**config.mk**
```make
export PLATFORM = sky130hd
export DESIGN_NAME = ca_accumulator
export DESIGN_NICKNAME = d
export VERILOG_FILES = /design/src/rtl/ca_acc_pkg.sv /design/src/rtl/ca_acc_seq.sv /design/src/rtl/ca_acc_row.sv /design/src/rtl/ca_acc_carry.sv /design/src/rtl/ca_accumulator.sv
export SDC_FILE = /design/constraint.sdc
export NUM_CORES = 1
export LEC_CHECK = 0
export BUFFER_PORTS_ARGS = -buffer_cell sky130_fd_sc_hd__buf_4
export CAP_MARGIN = 30
export CORE_MARGIN = 10
export CORE_UTILIZATION = 54
export CTS_CLUSTER_DIAMETER = 150
export DETAILED_ROUTE_END_ITERATION = 10
export GPL_TIMING_DRIVEN = 0
export PLACE_DENSITY = 0.86
export SETUP_SLACK_MARGIN = 0.5
export SYNTH_ARGS = -nofsm -noshare
export SYNTH_HDL_FRONTEND = slang
export SYNTH_SLANG_ARGS = --single-unit
```
**constraint.sdc**
```tcl
create_clock -name clk -period 2.61 [get_ports clk]
set_input_delay 0.1305 -clock clk [delete_from_list [all_inputs] [get_ports clk]]
set_output_delay 0.1305 -clock clk [all_outputs]
set_load 0.01 [all_outputs]
```
**src/rtl/ca_acc_pkg.sv**
```systemverilog
package ca_acc_pkg;
  typedef enum logic [1:0] {
    PH_HA1   = 2'd0,
    PH_HA2   = 2'd1,
    PH_OR    = 2'd2,
    PH_SHIFT = 2'd3
  } phase_e;
endpackage

```
**src/rtl/ca_acc_seq.sv**
```systemverilog
module ca_acc_seq #(
  parameter int N = 8
) (
  input  logic                clk,
  input  logic                rst_n,
  input  logic                start,
  output logic                busy,
  output ca_acc_pkg::phase_e  phase,
  output logic                done
);
  localparam int LAST = 8 * N - 4;
  localparam int CW   = $clog2(LAST + 1);

  logic [CW-1:0] cnt;

  always_ff @(posedge clk) begin
    if (!rst_n) begin
      busy  <= 1'b0;
      cnt   <= '0;
      phase <= ca_acc_pkg::PH_HA1;
      done  <= 1'b0;
    end else begin
      done <= 1'b0;
      if (start) begin
        busy  <= 1'b1;
        cnt   <= '0;
        phase <= ca_acc_pkg::PH_HA1;
      end else if (busy) begin
        phase <= ca_acc_pkg::phase_e'(phase + 2'd1);
        cnt   <= cnt + 1'b1;
        if (cnt == CW'(LAST - 1)) begin
          busy <= 1'b0;
          done <= 1'b1;
        end
      end
    end
  end
endmodule

```
**src/rtl/ca_acc_row.sv**
```systemverilog
module ca_acc_row #(
  parameter int N   = 8,
  parameter int ROW = 0
) (
  input  logic               clk,
  input  logic               rst_n,
  input  logic               load,
  input  logic               step,
  input  ca_acc_pkg::phase_e phase,
  input  logic [N-1:0]       load_val,
  input  logic [N-1:0]       north,
  input  logic [N-1:0]       south,
  input  logic [N-1:0]       carry,
  output logic [N-1:0]       cells,
  output logic               mark_top,
  output logic               mark_sec
);
  localparam bit IS_TOP = (ROW == 0);
  localparam bit IS_SEC = (ROW == 1);

  always_ff @(posedge clk) begin
    if (!rst_n) begin
      cells    <= '0;
      mark_top <= IS_TOP;
      mark_sec <= IS_SEC;
    end else if (load) begin
      cells    <= load_val;
      mark_top <= IS_TOP;
      mark_sec <= IS_SEC;
    end else if (step) begin
      unique case (phase)
        ca_acc_pkg::PH_HA1: begin
          if (mark_top)      cells <= cells ^ south;
          else if (mark_sec) cells <= cells & north;
        end
        ca_acc_pkg::PH_HA2: begin
          if (mark_top) cells <= cells ^ carry;
        end
        ca_acc_pkg::PH_OR: begin
          cells <= cells;
        end
        ca_acc_pkg::PH_SHIFT: begin
          if (!mark_top) cells <= south;
        end
        default: cells <= cells;
      endcase
    end
  end
endmodule

```
**src/rtl/ca_acc_carry.sv**
```systemverilog
module ca_acc_carry #(
  parameter int N = 8
) (
  input  logic               clk,
  input  logic               rst_n,
  input  logic               load,
  input  logic               step,
  input  ca_acc_pkg::phase_e phase,
  input  logic [N-1:0]       top,
  input  logic [N-1:0]       sec,
  output logic [N-1:0]       carry
);
  always_ff @(posedge clk) begin
    if (!rst_n || load) begin
      carry <= '0;
    end else if (step) begin
      unique case (phase)
        ca_acc_pkg::PH_HA1:   carry <= carry;
        ca_acc_pkg::PH_HA2:   carry <= top & carry;
        ca_acc_pkg::PH_OR:    carry <= sec | carry;
        ca_acc_pkg::PH_SHIFT: carry <= {carry[N-2:0], 1'b0};
        default:              carry <= carry;
      endcase
    end
  end
endmodule

```
**src/rtl/ca_accumulator.sv**
```systemverilog
module ca_accumulator #(
  parameter int N = 8
) (
  input  logic           clk,
  input  logic           rst_n,
  input  logic           s_valid,
  output logic           s_ready,
  input  logic [N*N-1:0] s_data,
  output logic           m_valid,
  input  logic           m_ready,
  output logic [N-1:0]   m_data,
  output logic           done
);
  ca_acc_pkg::phase_e phase;
  logic               busy;
  logic               accept;
  logic               m_pend;
  logic [N-1:0]       rows [N];
  logic [N-1:0]       mk_top;
  logic [N-1:0]       mk_sec;
  logic [N-1:0]       top_vec;
  logic [N-1:0]       sec_vec;
  logic [N-1:0]       carry;

  assign s_ready = !busy && !m_valid;
  assign accept  = s_valid && s_ready;

  ca_acc_seq #(.N(N)) u_seq (
    .clk   (clk),
    .rst_n (rst_n),
    .start (accept),
    .busy  (busy),
    .phase (phase),
    .done  (done)
  );

  for (genvar r = 0; r < N; r++) begin : g_row
    logic [N-1:0] north_v;
    logic [N-1:0] south_v;
    if (r == 0) begin : g_first
      assign north_v = '0;
    end else begin : g_mid
      assign north_v = rows[r-1];
    end
    if (r == N - 1) begin : g_last
      assign south_v = '0;
    end else begin : g_inner
      assign south_v = rows[r+1];
    end
    ca_acc_row #(.N(N), .ROW(r)) u_row (
      .clk      (clk),
      .rst_n    (rst_n),
      .load     (accept),
      .step     (busy),
      .phase    (phase),
      .load_val (s_data[r*N +: N]),
      .north    (north_v),
      .south    (south_v),
      .carry    (carry),
      .cells    (rows[r]),
      .mark_top (mk_top[r]),
      .mark_sec (mk_sec[r])
    );
  end

  always_comb begin
    top_vec = '0;
    sec_vec = '0;
    for (int r = 0; r < N; r++) begin
      top_vec = top_vec | (rows[r] & {N{mk_top[r]}});
      sec_vec = sec_vec | (rows[r] & {N{mk_sec[r]}});
    end
  end

  ca_acc_carry #(.N(N)) u_carry (
    .clk   (clk),
    .rst_n (rst_n),
    .load  (accept),
    .step  (busy),
    .phase (phase),
    .top   (top_vec),
    .sec   (sec_vec),
    .carry (carry)
  );

  always_ff @(posedge clk) begin
    if (!rst_n) begin
      m_pend <= 1'b0;
    end else if (done) begin
      m_pend <= !m_ready;
    end else if (m_pend && m_ready) begin
      m_pend <= 1'b0;
    end
  end

  assign m_valid = done || m_pend;
  assign m_data  = top_vec;
endmodule

```
==> results.yml <==
timing:
  min_period_over_period: 0.7640
  clock.fmax_mhz: 501.5
  rsz0062_at_grt: "no"
  setup_tns_ns: 0
  whs_ns: 0.03008
  finalHoldViolCount: 0
  maxSlewViolCount: 0
  tightestPinTransition_ns: 0.5917
  final.setup_skew_ns: 0.008056
  max_slew_margin: 0.6055
  period_needed_ns: 1.994
  setup_viol: 0
detailed_routing:
  route.met3.wl_um: 710
  wl_met1_mm: 4.529
  top_layer: "met4"
  antenna_left: 0
  vias: 3517
  drc: 0
  routed_via_density: 5.911
  wl_per_cell_um: 17.43
  drt-total-wl_mm: 10.37
  dr.first_iter.drc_count: 296
  dr_wl_met2_mm: 4.976
  drt_pass1_iterations: 5
yosys:
  yosysTopAreaCell: "dfxtp_1"
  synth_top_cells_by_count: "dfxtp_1 (83), nand2_1 (68), a22oi_1 (46), a21boi_0 (39)"
  syn-cell-area_um2: 3691
  synth_fp_nets: 494
  syn_inst: 421
  avgSynthCellArea_um2: 8.767
  synth_top_flop_cell: "dfxtp_1"
  synth_seq_cells: 83
  synth_top_area_share: 0.4502
  synth-edff-count: 0
  synth_cell_type_count: 33
  synthTopCellsByArea: "dfxtp_1 (45%), a22oi_1 (9.4%), a21boi_0 (7.9%)"
  yosys_warnings: 0
  synth_most_common_cell: "dfxtp_1"
  async_reset_ff_frac: 0
  synth_seq_area_share: 0.4502
placement:
  port_buffers: 78
  gp_congestion: 0.8716
  dp_hpwl_mm: 7.825
  postPlaceCellArea_um2: 4377
clocking:
  numClockSinks: 83
  clk-insertion-delay-late_ns: 0.35
  cts-root-buf: "clkbuf_8"
  clockBufferDepth: 2
  htreeDepth: 3
  numCtsBuffers: 9
  cts_tree: "yes"
  clkSlewWorstSetupHoldPaths_ns: 0.08
power_and_ir_drop:
  p_per_area_nw_per_um2: 601.1
  power.leakage_nw: 1.757
  irDropWorstVdd_mv: 0.3889
final_layout:
  num_antenna_cells: 0
  final_cell_area_um2: 4607
  drive_above_1_share: 0.2272
  layout.nets: 584
  area.growth.synth_to_final_pct: 24.81
die:
  die_w_um: 102.7
  start_util: 0.5493
  io_pins: 79
  dieArea_um2: 10540
  core_um2: 6719
  rows: 30
  die_y_um: 102.7
global_route:
  grt_antenna_before_repair: 0
  grt_pass1_vias: 3544
  gr-total-overflow: 0
  grtUsageTotal: 0.1962
  grt_pass1_wl_mm: 16.62
  grt_max_degree: 14
setup_path:
  end_kind: "flop"
  arrival_ns: 2.24
  worstReg2RegStart: "u_seq.phase[1]"
  cp_slowest_cell: "dfxtp_1"
  worst-setup-path-type: "reg2reg"
  startpoint: "u_seq.phase[1]"
  worstPathRequired_ns: 2.86
  r2r.worst_path.cells: 8
  worstPathMaxFanout: 10
  start_kind: "flop"
  path_cells: "inv_1, ha_1, buf_4, nor4b_4, buf_6, mux2i_1, nand2_1, o211a_1"
  cpPeakStageDelay_ns: 0.39
outcome:
  status: "complete, no violations"
worst_hold_path:
  worstHoldPathCells: 2
  hp-start: "s_data[38]"
  hp-class: "in2reg"
job:
  maxCapViolCount: 0
-- what timing repair did --
action,CTS,global route
resized for setup,1,10
endpoints found under the setup margin,2,38
buffers inserted,0,0
pin swaps,0,2
endpoints found under the hold margin,1,0
hold buffers,1,0
-- worst paths after layout --
kind / endpoint / slack (ns)
worst max-delay path: g_row[4].u_row.cells[6] / 0.62
worst min register to register: g_row[6].u_row.cells[5] / 0.47
worst min-delay path: g_row[4].u_row.cells[6] / 0.03
worst max register to register: g_row[4].u_row.cells[6] / 0.62
-- per-stage QoR --
stage / util / cells / setup WS (ns) / power [mW]
floorplan: - / 421 / 0.7877 / 1.656
global placement: 0.6514 / 579 / 0.6014 / 1.827
detailed placement: 0.6514 / 579 / 0.5361 / 1.843
CTS: 0.6832 / 595 / 0.5224 / 2.771
global route: 0.6857 / 595 / 0.5042 / 2.875
finish: 0.6857 / 595 / 0.6159 / 2.769
-- area by class of cell --
cell class,instances,area [um^2]
multi-input combinational,301,1876
sequential,83,1662
timing repair buffer,79,595.6
fill,551,2112
clock buffer,11,151.4
tap,80,100.1
inverter,4,15.01
clock inverter,4,50.05
buffer,33,157.7
-- sequential cells by signal, summed over array words and instances, names as in the netlist --
register and flops:
m_pend 1, u_seq.busy 1, u_carry.carry 8, g_row.u_row.cells 64, u_seq.phase 2, u_seq.done 1, u_seq.cnt 6
-- cell families after synthesis --
group | after synthesis | share of synthesized area
xor+xnor | 6 | 0.01424
compound gates | 159 | 0.2905
mux | 12 | 0.03254
fa+ha+maj | 5 | 0.01695
buf+inv | 37 | 0.04373
simple gates | 119 | 0.1519
flops | 83 | 0.4502
-- layout by cell type, fill, tap and decap left out, types with 3 or more instances in the layout --
| master | Yosys | final |
|---|---|---|
| dfxtp_1 | 83 | 83 |
| buf_4 | 1 | 79 |
| nand2_1 | 68 | 68 |
| a22oi_1 | 46 | 46 |
| a21boi_0 | 39 | 39 |
| a21oi_1 | 23 | 23 |
| o21ai_0 | 23 | 23 |
| nor2b_1 | 17 | 17 |
| buf_2 | 15 | 14 |
| nor2_1 | 13 | 13 |
| clkbuf_1 | 17 | 13 |
| mux2i_1 | 12 | 12 |
| clkbuf_8 | 0 | 11 |
| nor3_1 | 9 | 9 |
| a31oi_1 | 9 | 9 |
| o22ai_1 | 8 | 8 |
| a22o_1 | 7 | 7 |
| ha_1 | 5 | 5 |
| inv_1 | 4 | 4 |
| clkbuf_2 | 0 | 4 |
| xor2_1 | 3 | 3 |
| xnor2_1 | 3 | 3 |
-- metal layers --
layer  vias up  track usage
li1       1697            -
met1      1680       0.2415
met2       122       0.3209
met3        18      0.05496
met4         0      0.06833
met5         -            0
-- critical path, delay by kind of cell (launching register included) --
| kind | cells | cell delay [ns] |
|---|---|---|
| AOI/OAI and AO/OA | 1 | 0.15 |
| adders and majority gates | 1 | 0.17 |
| buffers and inverters | 3 | 0.50 |
| DFF | 1 | 0.39 |
| muxes | 1 | 0.22 |
| and+or+nand+nor | 2 | 0.45 |
-- report_power, final --
| group | leakage (nW) | switching, mW | internal, mW | total (mW) |
|---|---|---|---|---|
| logic | 0.980 | 0.225 | 0.205 | 0.430 |
| clock network | 0.0974 | 0.458 | 0.487 | 0.945 |
| registers | 0.680 | 0.0531 | 1.34 | 1.39 |
(Power assumes the default switching activity.)
